`config.mk`:
```
export PLATFORM = sky130hd
export DESIGN_NAME = framed_word_tx
export DESIGN_NICKNAME = d
export VERILOG_FILES = /design/src/rtl/fwt_pkg.sv /design/src/rtl/fwt_hold.sv /design/src/rtl/fwt_shift.sv /design/src/rtl/framed_word_tx.sv
export SDC_FILE = /design/constraint.sdc
export NUM_CORES = 1
export LEC_CHECK = 0
export BUFFER_PORTS_ARGS = -buffer_cell sky130_fd_sc_hd__clkbuf_2
export CORE_MARGIN = 1
export CORE_UTILIZATION = 55
export CTS_BUF_LIST = sky130_fd_sc_hd__clkbuf_4
export CTS_CLUSTER_SIZE = 8
export DETAILED_ROUTE_END_ITERATION = 7
export GPL_ROUTABILITY_DRIVEN = 0
export GPL_TIMING_DRIVEN = 0
export PLACE_DENSITY = 0.81
export SETUP_SLACK_MARGIN = 0.2
export SYNTH_ARGS = -nofsm -noshare
export SYNTH_HDL_FRONTEND = slang
export SYNTH_SLANG_ARGS = --single-unit
```
`constraint.sdc`:
```
create_clock -name clk -period 2.3 [get_ports clk]
set_input_delay 0.23 -clock clk [delete_from_list [all_inputs] [get_ports clk]]
set_output_delay 0.23 -clock clk [all_outputs]
set_load 0.02 [all_outputs]
```
`src/rtl/fwt_pkg.sv`:
```
package fwt_pkg;
  typedef enum logic {
    TX_IDLE = 1'b0,
    TX_SEND = 1'b1
  } tx_state_e;
endpackage

```
`src/rtl/fwt_hold.sv`:
```
module fwt_hold #(
  parameter int DATA_W = 22
) (
  input  logic              clk,
  input  logic              rst_n,
  input  logic              link_en,
  input  logic              stb,
  input  logic [DATA_W-1:0] din,
  input  logic              take,
  output logic              hold_valid,
  output logic [DATA_W-1:0] hold_data
);
  logic              valid_d, valid_q;
  logic [DATA_W-1:0] data_d, data_q;

  always_comb begin
    valid_d = valid_q;
    data_d  = data_q;
    if (!link_en) begin
      valid_d = 1'b0;
    end else if (stb) begin
      valid_d = 1'b1;
      data_d  = din;
    end else if (take) begin
      valid_d = 1'b0;
    end
  end

  always_ff @(posedge clk or negedge rst_n) begin
    if (!rst_n) begin
      valid_q <= 1'b0;
      data_q  <= '0;
    end else begin
      valid_q <= valid_d;
      data_q  <= data_d;
    end
  end

  assign hold_valid = valid_q;
  assign hold_data  = data_q;

  // an enabled strobe leaves its word in the holding register
  p_capture_r1: assert property (@(posedge clk) disable iff (!rst_n)
    (link_en && stb) |=> (hold_valid && hold_data == $past(din)));

  // disabling discards the held word
  p_discard_r9: assert property (@(posedge clk) disable iff (!rst_n)
    (!link_en) |=> !hold_valid);
endmodule

```
`src/rtl/fwt_shift.sv`:
```
module fwt_shift
  import fwt_pkg::*;
#(
  parameter int DATA_W = 22
) (
  input  logic              clk,
  input  logic              rst_n,
  input  logic              link_en,
  input  logic              bit_en,
  input  logic              hold_valid,
  input  logic [DATA_W-1:0] hold_data,
  output logic              load,
  output logic              ser_out,
  output logic              drive_en,
  output logic              frame_start
);
  localparam int FRAME_W = DATA_W + 3;
  localparam int CNT_W   = $clog2(FRAME_W);
  localparam logic [CNT_W-1:0] LAST_SLOT = CNT_W'(FRAME_W - 1);

  function automatic logic [FRAME_W-1:0] make_frame(input logic [DATA_W-1:0] d);
    logic mark;
    mark = ~d[DATA_W-1];
    return {mark, mark, d, 1'b0};
  endfunction

  tx_state_e          state_d, state_q;
  logic [CNT_W-1:0]   slot_d, slot_q;
  logic [FRAME_W-1:0] sh_d, sh_q;
  logic               at_end;

  assign at_end = (state_q == TX_SEND) && (slot_q == LAST_SLOT);
  assign load   = link_en && bit_en && hold_valid &&
                  ((state_q == TX_IDLE) || at_end);

  always_comb begin
    state_d = state_q;
    slot_d  = slot_q;
    sh_d    = sh_q;
    if (!link_en) begin
      state_d = TX_IDLE;
      slot_d  = '0;
    end else if (load) begin
      state_d = TX_SEND;
      slot_d  = '0;
      sh_d    = make_frame(hold_data);
    end else if (bit_en && at_end) begin
      state_d = TX_IDLE;
      slot_d  = '0;
    end else if (bit_en && (state_q == TX_SEND)) begin
      slot_d  = slot_q + 1'b1;
      sh_d    = {1'b0, sh_q[FRAME_W-1:1]};
    end
  end

  always_ff @(posedge clk or negedge rst_n) begin
    if (!rst_n) begin
      state_q <= TX_IDLE;
      slot_q  <= '0;
      sh_q    <= '0;
    end else begin
      state_q <= state_d;
      slot_q  <= slot_d;
      sh_q    <= sh_d;
    end
  end

  assign drive_en    = (state_q == TX_SEND);
  assign ser_out     = drive_en & sh_q[0];
  assign frame_start = drive_en && (slot_q == '0);

  // guard slot is always low
  p_guard_zero_r3: assert property (@(posedge clk) disable iff (!rst_n)
    frame_start |-> !ser_out);

  // second boundary bit repeats the first
  p_boundary_pair_r4: assert property (@(posedge clk) disable iff (!rst_n)
    (drive_en && slot_q == LAST_SLOT) |-> (ser_out == $past(ser_out)));

  // nothing moves without a bit enable
  p_stall_r5: assert property (@(posedge clk) disable iff (!rst_n)
    (link_en && !bit_en) |=> ($stable(ser_out) && $stable(drive_en) && $stable(frame_start)));

  // sending starts only after an enable with a word held
  p_start_r7: assert property (@(posedge clk) disable iff (!rst_n)
    $rose(drive_en) |-> $past(bit_en && hold_valid));

  // disabling stops the driver
  p_off_r9: assert property (@(posedge clk) disable iff (!rst_n)
    (!link_en) |=> !drive_en);
endmodule

```
`src/rtl/framed_word_tx.sv`:
```
module framed_word_tx #(
  parameter int DATA_W = 22
) (
  input  logic              clk,
  input  logic              rst_n,
  input  logic              link_en,
  input  logic              word_stb,
  input  logic [DATA_W-1:0] word_in,
  input  logic              bit_en,
  output logic              ser_out,
  output logic              drive_en,
  output logic              frame_start
);
  logic [1:0]        rst_sync_q;
  logic              rst_int_n;
  logic              hold_valid;
  logic [DATA_W-1:0] hold_data;
  logic              load;

  always_ff @(posedge clk or negedge rst_n) begin
    if (!rst_n) rst_sync_q <= 2'b00;
    else        rst_sync_q <= {rst_sync_q[0], 1'b1};
  end
  assign rst_int_n = rst_sync_q[1];

  fwt_hold #(.DATA_W(DATA_W)) u_hold (
    .clk        (clk),
    .rst_n      (rst_int_n),
    .link_en    (link_en),
    .stb        (word_stb),
    .din        (word_in),
    .take       (load),
    .hold_valid (hold_valid),
    .hold_data  (hold_data)
  );

  fwt_shift #(.DATA_W(DATA_W)) u_shift (
    .clk         (clk),
    .rst_n       (rst_int_n),
    .link_en     (link_en),
    .bit_en      (bit_en),
    .hold_valid  (hold_valid),
    .hold_data   (hold_data),
    .load        (load),
    .ser_out     (ser_out),
    .drive_en    (drive_en),
    .frame_start (frame_start)
  );
endmodule

```
==> metrics.yaml <==
layout:
  fin_nets: 312
  antenna_cells: 0
  fin_util: 0.647
  layout_common_cells: "dfrtp_1, clkbuf_2, nand2_1"
  fillCellCount: 412
  final_common_cell: "dfrtp_1"
  drive_gt1_frac: 0.320
  syn2layout_area_growth_pct: 11.2
die:
  die_w_um: 73.4
  initial_core_util: 0.582
  die_area_um2: 5390
  floorplan.die.height_um: 73.4
  rows: 25
  top_level_ports: 30
  fp.coreArea_um2: 4820
setup_path:
  cp_top_family: "buffers and inverters"
  crit_slowest_cell: "dfrtp_1"
  path_buf_inv: 3
  crit_chain: "buf_2 > buf_2 > and4b_1 > clkbuf_2"
  start_kind: "register"
  cp.arrival_ns: 1.78
  cpMostUsedCell: "buf_2"
  criticalPathCategory: "register to primary output"
  critPathCaptureType: "primary output"
  cp_slowest_stage_delay_ns: 0.48
  crit_required_ns: 2.07
  worstPathMaxFanout: 10
clocking:
  root_buffer: "clkbuf_4"
  htree_levels: 2
  clk_latency_ns: 0.38
  path_clk_slew_ns: 0.15
  clock_sinks: 56
  cts_tree: "done"
  cts_buffers: 5
  clockBufferDepth: 2
  post_cts_buffers: 0
sta:
  layout_setup_ws_ns: 0.292
  min_period_ns: 2.01
  final-max-slew-violation-count: 0
  final_hold_viol_count: 0
  fin_crit_sh: 0.873
  skew_ns: 0.00660
  rsz0062_at_grt: "false"
  setup_tns_ns: 0
  setup_viol: 0
  max_freq_mhz: 498
  hold_slack_ns: 0.0649
logic_synthesis:
  synth_ff_type: "dfrtp_1"
  postSynthAreaPerCell_um2: 11.4
  synth_xor_area_frac: 0.00625
  synth_top_area_share: 0.500
  synth_fa_ha_area_frac: 0.00893
  async_flop_share: 1.00
  synth_seq_cells: 56
  syn_area_um2: 2800
  synth_cell_types: 34
  synth_compound_area_frac: 0.226
  synth-edff-count: 0
  ys_top_cells_by_area: "dfrtp_1, mux2_2, a211o_1"
  synth_seq_area_share: 0.500
  synth_cells: 246
  synth_top_family_by_area: "compound AO/OA/AOI/OAI gates"
  yosys.area.top_type: "dfrtp_1"
  yosys.area_share.simple: 0.0973
  syn_nets: 275
  yosysWarnings: 0
  synthMuxAreaShare: 0.0924
route:
  remaining_drc_errors: 0
  antenna_left: 0
  dr.pass1.iters: 4
  vias: 2121
  routedWlPerCell_um: 17.1
  detail_route.vias_per_cell: 6.04
  first_iter_violations: 140
  routed_wl_um: 6010
pwr:
  vdd_ir_drop_max_v: 0.000445
  p_clk_frac: 0.205
  p_switching_mw: 0.628
  p_int_mw: 1.55
  combPwrFrac: 0.203
  p_leak_nw: 1.33
  switching_share: 0.288
  p_per_area_nw_per_um2: 699
  p_seq_frac: 0.593
placement:
  dp_hpwl_um: 4380
  port_buffers: 28
  dp_slack_ns: 0.596
grt:
  grt_pass1_vias: 2064
  grt_remaining_overflow: 0
  grt_antenna_before_repair: 0
  track_usage: 0.253
  grt_pass1_wl_um: 10000
  grt_max_degree: 35
worst_hold_path:
  worstHoldPathType: "primary input to register"
status:
  status: "completed"
flow_run:
  cap_viol_max_count: 0
==> repair_timing <==
action | CTS | global route
gates resized for setup | 0 | 2
hold buffers | 1 | 0
setup endpoints to repair | 0 | 1
hold endpoints to repair | 2 | 0
==> stage by stage <==
step | cells | total power [mW] | instance area (um^2)
3_3_place_gp | 341 | 1.71 | 3030
6_report | 351 | 2.18 | 3120
5_1_grt | 351 | 2.28 | 3120
4_1_cts | 351 | 2.18 | 3110
3_5_place_dp | 342 | 1.75 | 3050
2_1_floorplan | 246 | 1.62 | 2800
==> state kept, by name (all words and copies together), names as in the netlist <==
signal and flops:
u_shift.sh_q 25, u_shift.drive_en 1, u_shift.slot_q 5, rst_sync_q 2
u_hold.hold_valid 1, u_hold.hold_data 22
==> worst register-to-register path, stage by stage (launching register included) <==
cell and delay, ns:
dfrtp_1 0.43, inv_1 0.06, ha_1 0.25, and4b_2 0.32
o21ai_4 0.26, buf_6 0.22, o211ai_2 0.09
==> synthesized netlist by cell type, types with 2 or more instances <==
library cell / instances
a22o_1: 3
xnor2_1: 2
o311ai_1: 8
clkbuf_1: 6
o211ai_2: 9
nor2_1: 2
nand4_1: 11
dfrtp_1: 56
inv_1: 18
nand3_1: 5
buf_2: 11
buf_6: 3
nand2_1: 27
o21ai_0: 3
and2_1: 3
mux2_2: 23
a211o_1: 23
ha_1: 2
o311ai_0: 3
o211ai_1: 14
==> metal layers <==
| layer | GRT usage | up-vias | part of all wire |
|---|---|---|---|
| li1 | - | 986 | - |
| met1 | 0.360 | 1048 | 0.44 |
| met2 | 0.392 | 81 | 0.48 |
| met3 | 0.0521 | 6 | 0.064 |
| met4 | 0.0855 | 0 | 0.014 |
| met5 | 0 | - | 0 |
==> kinds of logic after synthesis <==
family / Yosys count
mux: 23
compound gates: 70
simple gates: 52
xor+xnor: 2
flops: 56
fa+ha+maj: 2
other cells: 1
buf+inv: 40
==> area by class of cell <==
type / instances / area [um^2] / area share
sequential: 56 / 1400 / 0.450
multi-input combinational: 150 / 1210 / 0.389
timing repair buffer: 30 / 170 / 0.0546
buffer: 22 / 124 / 0.0398
tap: 67 / 83.8 / 0.0269
inverter: 18 / 67.6 / 0.0217
clock buffer: 7 / 52.6 / 0.0169
clock inverter: 1 / 3.75 / 0.00120
==> final timing paths <==
check                                         startpoint                                to  slack (ns)  cells past startpoint
min in group asynchronous                          rst_n           rst_sync_q[1]$_DFF_PN0_        0.14                      2
setup / recovery            u_shift.drive_en$_DFFE_PN0P_                       frame_start        0.29                      4
hold reg to reg                  rst_sync_q[1]$_DFF_PN0_   u_hold.hold_data[6]$_DFFE_PN0P_        0.23                      0
hold / removal                               word_in[18]  u_hold.hold_data[18]$_DFFE_PN0P_        0.06                      2
setup reg to reg           u_shift.slot_q[0]$_DFFE_PN0P_      u_shift.sh_q[21]$_DFFE_PN0P_        0.56                      6
max in group asynchronous        rst_sync_q[1]$_DFF_PN0_       u_shift.sh_q[9]$_DFFE_PN0P_        1.54                      1
==> power by group through the flow <==
stage | Sequential [mW] | Combinational (mW) | Clock (mW)
3_5_place_dp | 1.31 | 0.443 | 0
4_1_cts | 1.29 | 0.445 | 0.447
5_1_grt | 1.32 | 0.493 | 0.473
2_1_floorplan | 1.28 | 0.336 | 0
3_3_place_gp | 1.31 | 0.404 | 0
6_report | 1.29 | 0.441 | 0.446
Power figures use the tool's default switching activity.
